===== src/rtl/tlb_prot_pkg.sv =====
package tlb_prot_pkg;
    localparam int unsigned OFF_W = 12;
    localparam int unsigned VPN_W = 12;
    localparam int unsigned PPN_W = 12;
    localparam int unsigned VA_W  = VPN_W + OFF_W;
    localparam int unsigned PA_W  = PPN_W + OFF_W;

    typedef enum logic [1:0] {
        ACC_RD  = 2'd0,
        ACC_WR  = 2'd1,
        ACC_EX  = 2'd2,
        ACC_BAD = 2'd3
    } acc_e;

    typedef struct packed {
        logic u;
        logic x;
        logic w;
        logic r;
    } perm_t;

    typedef struct packed {
        logic             valid;
        logic [VPN_W-1:0] vpn;
        logic [PPN_W-1:0] ppn;
        perm_t            perm;
    } entry_t;
endpackage


===== src/rtl/tlb_prot_cam.sv =====
module tlb_prot_cam
    import tlb_prot_pkg::*;
#(
    parameter int unsigned N_ENT = 8,
    localparam int unsigned IDX_W = (N_ENT > 1) ? $clog2(N_ENT) : 1
) (
    input  entry_t [N_ENT-1:0] ents,
    input  logic [VPN_W-1:0]   vpn,
    output logic               any,
    output logic [IDX_W-1:0]   idx
);
    logic [N_ENT-1:0] match;

    for (genvar g = 0; g < N_ENT; g++) begin : g_cmp
        assign match[g] = ents[g].valid && (ents[g].vpn == vpn);
    end

    always_comb begin
        any = |match;
        idx = '0;
        for (int i = 0; i < N_ENT; i++) begin
            if (match[i]) idx = idx | IDX_W'(i);
        end
    end
endmodule


===== src/rtl/tlb_prot_perm.sv =====
module tlb_prot_perm
    import tlb_prot_pkg::*;
(
    input  perm_t perm,
    input  acc_e  acc,
    input  logic  sup,
    output logic  allow
);
    logic kind_ok;

    always_comb begin
        case (acc)
            ACC_RD:  kind_ok = perm.r;
            ACC_WR:  kind_ok = perm.w;
            ACC_EX:  kind_ok = perm.x;
            default: kind_ok = 1'b0;
        endcase
        allow = kind_ok && (sup || perm.u);
    end
endmodule


===== src/rtl/tlb_prot_rr.sv =====
module tlb_prot_rr #(
    parameter int unsigned N_ENT = 8,
    localparam int unsigned IDX_W = (N_ENT > 1) ? $clog2(N_ENT) : 1
) (
    input  logic [IDX_W-1:0] ptr,
    input  logic             adv,
    output logic [IDX_W-1:0] ptr_nx
);
    always_comb begin
        if (!adv)                          ptr_nx = ptr;
        else if (ptr == IDX_W'(N_ENT - 1)) ptr_nx = '0;
        else                               ptr_nx = ptr + IDX_W'(1);
    end
endmodule


===== src/rtl/tlb_prot.sv =====
module tlb_prot
    import tlb_prot_pkg::*;
#(
    parameter int unsigned N_ENT = 8
) (
    input  logic             clk,
    input  logic             rst_n,
    input  logic             lk_req,
    input  logic [VA_W-1:0]  lk_vaddr,
    input  logic [1:0]       lk_acc,
    input  logic             lk_sup,
    input  logic             fl_req,
    input  logic             rf_req,
    input  logic [VPN_W-1:0] rf_vpn,
    input  logic [PPN_W-1:0] rf_ppn,
    input  logic [3:0]       rf_perm,
    input  logic             rf_sup,
    output logic             rsp_valid,
    output logic             rsp_hit,
    output logic             rsp_miss,
    output logic             rsp_fault,
    output logic [PA_W-1:0]  rsp_paddr,
    output logic             rf_reject
);
    localparam int unsigned IDX_W = (N_ENT > 1) ? $clog2(N_ENT) : 1;

    typedef struct packed {
        entry_t [N_ENT-1:0] ent;
        logic [IDX_W-1:0]   rr;
        logic               rsp_valid;
        logic               rsp_hit;
        logic               rsp_miss;
        logic               rsp_fault;
        logic [PA_W-1:0]    rsp_paddr;
        logic               rf_reject;
    } state_t;

    state_t s_d, s_q;

    logic             lk_any, rf_any, lk_allow, rr_adv;
    logic [IDX_W-1:0] lk_idx, rf_idx, rr_nx, wr_idx;
    entry_t           lk_ent;
    logic             rf_ok;

    tlb_prot_cam #(.N_ENT(N_ENT)) lk_cam_i (
        .ents (s_q.ent),
        .vpn  (lk_vaddr[VA_W-1:OFF_W]),
        .any  (lk_any),
        .idx  (lk_idx)
    );

    tlb_prot_cam #(.N_ENT(N_ENT)) rf_cam_i (
        .ents (s_q.ent),
        .vpn  (rf_vpn),
        .any  (rf_any),
        .idx  (rf_idx)
    );

    assign lk_ent = s_q.ent[lk_idx];

    tlb_prot_perm perm_i (
        .perm  (lk_ent.perm),
        .acc   (acc_e'(lk_acc)),
        .sup   (lk_sup),
        .allow (lk_allow)
    );

    assign rf_ok  = rf_req && rf_sup && !fl_req;
    assign rr_adv = rf_ok && !rf_any;
    assign wr_idx = rf_any ? rf_idx : s_q.rr;

    tlb_prot_rr #(.N_ENT(N_ENT)) rr_i (
        .ptr    (s_q.rr),
        .adv    (rr_adv),
        .ptr_nx (rr_nx)
    );

    always_comb begin
        s_d = s_q;

        // lookup result, computed against the table before this cycle's updates
        s_d.rsp_valid = lk_req;
        s_d.rsp_hit   = 1'b0;
        s_d.rsp_miss  = 1'b0;
        s_d.rsp_fault = 1'b0;
        s_d.rsp_paddr = '0;
        if (lk_req) begin
            if (fl_req || !lk_any) begin
                s_d.rsp_miss = 1'b1;
            end else if (lk_allow) begin
                s_d.rsp_hit   = 1'b1;
                s_d.rsp_paddr = {lk_ent.ppn, lk_vaddr[OFF_W-1:0]};
            end else begin
                s_d.rsp_fault = 1'b1;
            end
        end

        s_d.rf_reject = rf_req && !rf_sup;

        // table update: flush dominates refill
        if (fl_req) begin
            for (int i = 0; i < N_ENT; i++) s_d.ent[i].valid = 1'b0;
        end else if (rf_ok) begin
            s_d.ent[wr_idx] = '{valid: 1'b1, vpn: rf_vpn, ppn: rf_ppn,
                                perm: perm_t'(rf_perm)};
        end
        s_d.rr = rr_nx;
    end

    always_ff @(posedge clk) begin
        if (!rst_n) s_q <= '0;
        else        s_q <= s_d;
    end

    assign rsp_valid = s_q.rsp_valid;
    assign rsp_hit   = s_q.rsp_hit;
    assign rsp_miss  = s_q.rsp_miss;
    assign rsp_fault = s_q.rsp_fault;
    assign rsp_paddr = s_q.rsp_paddr;
    assign rf_reject = s_q.rf_reject;
endmodule


===== config.mk =====
export PLATFORM = sky130hd
export DESIGN_NAME = tlb_prot
export DESIGN_NICKNAME = d
export VERILOG_FILES = /design/src/rtl/tlb_prot_pkg.sv /design/src/rtl/tlb_prot_cam.sv /design/src/rtl/tlb_prot_perm.sv /design/src/rtl/tlb_prot_rr.sv /design/src/rtl/tlb_prot.sv
export SDC_FILE = /design/constraint.sdc
export NUM_CORES = 1
export LEC_CHECK = 0
export BUFFER_PORTS_ARGS = -buffer_cell sky130_fd_sc_hd__buf_4
export CAP_MARGIN = 20
export CORE_MARGIN = 2
export CORE_UTILIZATION = 50
export CTS_CLUSTER_SIZE = 8
export DETAILED_ROUTE_END_ITERATION = 10
export GPL_TIMING_DRIVEN = 0
export PLACE_DENSITY = 0.68
export SLEW_MARGIN = 10
export SYNTH_ARGS = -nofsm -noshare
export SYNTH_HDL_FRONTEND = slang
export SYNTH_SLANG_ARGS = --single-unit

===== constraint.sdc =====
create_clock -name clk -period 4.08 [get_ports clk]
set_input_delay 1.02 -clock clk [delete_from_list [all_inputs] [get_ports clk]]
set_output_delay 1.02 -clock clk [all_outputs]
set_load 0.01 [all_outputs]

==> metrics.cfg <==
[sta]
rsz0062_at_grt = no
setup_violations = 0
hold_viol_final = 0
timing.fmax_mhz = 256
slew_viol_final = 0
maxSlewHeadroom_pct = 26.4
finalCritPeriodShare_pct = 95.8
worstMarginPinSlew_ns = 1.09
finClkSkew_ns = 0.0144
min_period_ns = 3.91
fin_setup_tns_ns = 0

[route]
drt_wl_total_um = 37700
drcViolationCount = 0
route.antenna.remaining_nets = 0
via_count = 9537
avgRoutedWirePerCell_um = 21.5
vias_per_cell = 5.44
drt_iter0_drc = 618
drtPass1Iterations = 5

[clock_network]
clock_sinks = 264
cts_resized = 0
htreeDepth = 2
ctsHoldBuffers = 0
cts_setup_buffers = 0
cts_tree = done
cts_buffers = 38
cts-root-buf = clkbuf_16
clockBufferDepth = 3
path_clk_slew_ns = 0.05
clock_latency_ns = 0.52

[layout]
syn_to_final_growth_pct = 13.4
fill_cells = 2382
layout-drive-gt1-share_pct = 13.0
layout.nets = 1472

[placed_design]
dp.final_hpwl_um = 25200
portBuffers = 49
gp_congestion = 0.894

[die]
fp-row-count = 60
die_x_um = 168
initial_core_util_pct = 50.4
die_h_um = 168
coreArea_um2 = 26700
dieArea_um2 = 28200
io_pins = 90

[power]
peakVddDrop_mv = 0.293
finalPower_w = 0.00581
leakagePower_nw = 6.33
power_density_nw_per_um2 = 381

[synthesis]
synth-edff-count = 0
synth.distinct_cells = 46
synth_warnings = 0
avgSynthCellArea_um2 = 10.2
synthDominantCellAreaShare_pct = 39.3
ys.flop_type = dfxtp_1
synth_area_leaders = dfxtp_1 (39%), mux2i_1 (21%), xnor2_1 (12%)
yosys-top-cells-count = mux2i_1 (288), dfxtp_1 (264), nor2b_1 (227)
netlist_instances = 1320
synth_top_area_cell = dfxtp_1
yosysMostFrequentCell = mux2i_1
synth_area_um2 = 13400
synth_nets = 1383
yosys_register_bits = 264
synthArstFlopShare_pct = 0
yosysSeqAreaShare_pct = 39.3

[setup_path]
crit_family = simple AND/OR/NAND/NOR gates
endpoint_kind = register
cp_cell_sequence = buf_4, xnor2_1, nand4_1, nor4_2, nor2_2, nor4_2, clkbuf_1, a22oi_1, nand3_1, nor2_1
critPathMaxStageDelay_ns = 0.81
cp-start-kind = primary input
crit_path_top_delay_cell = nor4_2
cp.arrival_ns = 4.30
critical_path.most_common_cell = nor4_2
cp_data_required_time_ns = 4.47
critical_path_class = in -> reg
critPathBufInv = 2
critPathMaxFanout = 10

[global_route]
antenna_found_initial = 0
grt-ovfl-total = 0
track_usage_pct = 26.7
grt_pass1_wl_um = 57500
grt_max_degree = 11
grt_pass1_vias = 9608

[run]
drv_cap = 0

[status]
status = finished, final reports clean

[worst_hold_path]
hp-class = reg -> reg

[sequential cells by signal, indices dropped and copies added (netlist names)]
signal     cells
rsp_fault      1
rf_reject      1
s_q          235
rsp_miss       1
rsp_valid      1
rsp_hit        1
rsp_paddr     24
[cells by family after synthesis]
logic type / after synthesis / synth area share, %
compound gates: 49 / 2.81
xor+xnor: 192 / 12.5
buf+inv: 126 / 5.69
simple gates: 397 / 17.9
mux: 290 / 21.6
fa+ha+maj: 2 / 0.186
flops: 264 / 39.3
[final cells by class]
| class | instances | area (µm²) | share of cell area, % |
|---|---|---|---|
| timing repair buffer | 49 | 368 | 2.41 |
| clock buffer | 39 | 976 | 6.40 |
| antenna | 1 | 2.50 | 0.0164 |
| tap | 341 | 427 | 2.80 |
| sequential | 264 | 5290 | 34.7 |
| inverter | 5 | 18.8 | 0.123 |
| buffer | 121 | 746 | 4.89 |
| clock inverter | 2 | 28.8 | 0.189 |
| multi-input combinational | 930 | 7400 | 48.5 |
[where the power goes]
part	internal, W	switching [W]	total (W)
logic	0.000178	0.000241	0.000419
clock network	0.00168	0.00111	0.00279
registers	0.00260	0.0000102	0.00261
total	0.00446	0.00136	0.00581
[stage by stage]
step,util (%),hold slack [ns],cell area (µm²),std cells,setup WS [ns]
after floorplan,-,0.439,13400,1320,0.787
after global placement,53.4,0.448,14200,1710,-0.340
after detailed placement,53.4,0.458,14200,1710,-0.343
after CTS,57.2,0.471,15200,1751,0.167
after global routing,57.2,0.501,15200,1751,0.113
final,57.2,0.468,15300,1752,0.173
[worst register-to-register path: cells and delay by family (launching register included)]
kind | cells | cell delay [ns]
buffers and inverters | 1 | 0.68
flip-flops | 1 | 0.43
XOR/XNOR | 1 | 0.17
AO/OA/AOI/OAI | 1 | 0.24
AND/OR/NAND/NOR | 6 | 1.93
[routing by layer]
| metal | wire (µm) | vias to the layer above | track usage [%] |
|---|---|---|---|
| met5 | 0 | - | 0 |
| met2 | 16700 | 266 | 43.1 |
| met4 | 1090 | 0 | 8.47 |
| met1 | 17900 | 4593 | 37.0 |
| met3 | 1970 | 73 | 3.95 |
| li1 | - | 4605 | - |
[cells in the final DEF (no fill, tap or decap), types with 10 or more instances in the layout]
cell type    n
buf_6       17
nor4_1      10
clkbuf_16   39
clkbuf_1    50
nor2b_1    227
nor4_2      12
dfxtp_1    264
nand4_1     32
mux2i_1    288
buf_2       14
nor2_1      29
nand3_1     30
xnor2_1    185
and3_1      13
a22oi_1     28
buf_4       88
nand2_1     23
[path summary, 6_finish.rpt]
kind	cells after the start	slack, ns	endpoint	startpoint
max	10	0.17	rsp_paddr[22]	lk_vaddr[21]
max reg2reg	9	0.50	rsp_paddr[22]	s_q[146]
min	2	0.47	s_q[205]	s_q[205]
min reg2reg	2	0.47	s_q[205]	s_q[205]
Power figures use the tool's default switching activity.
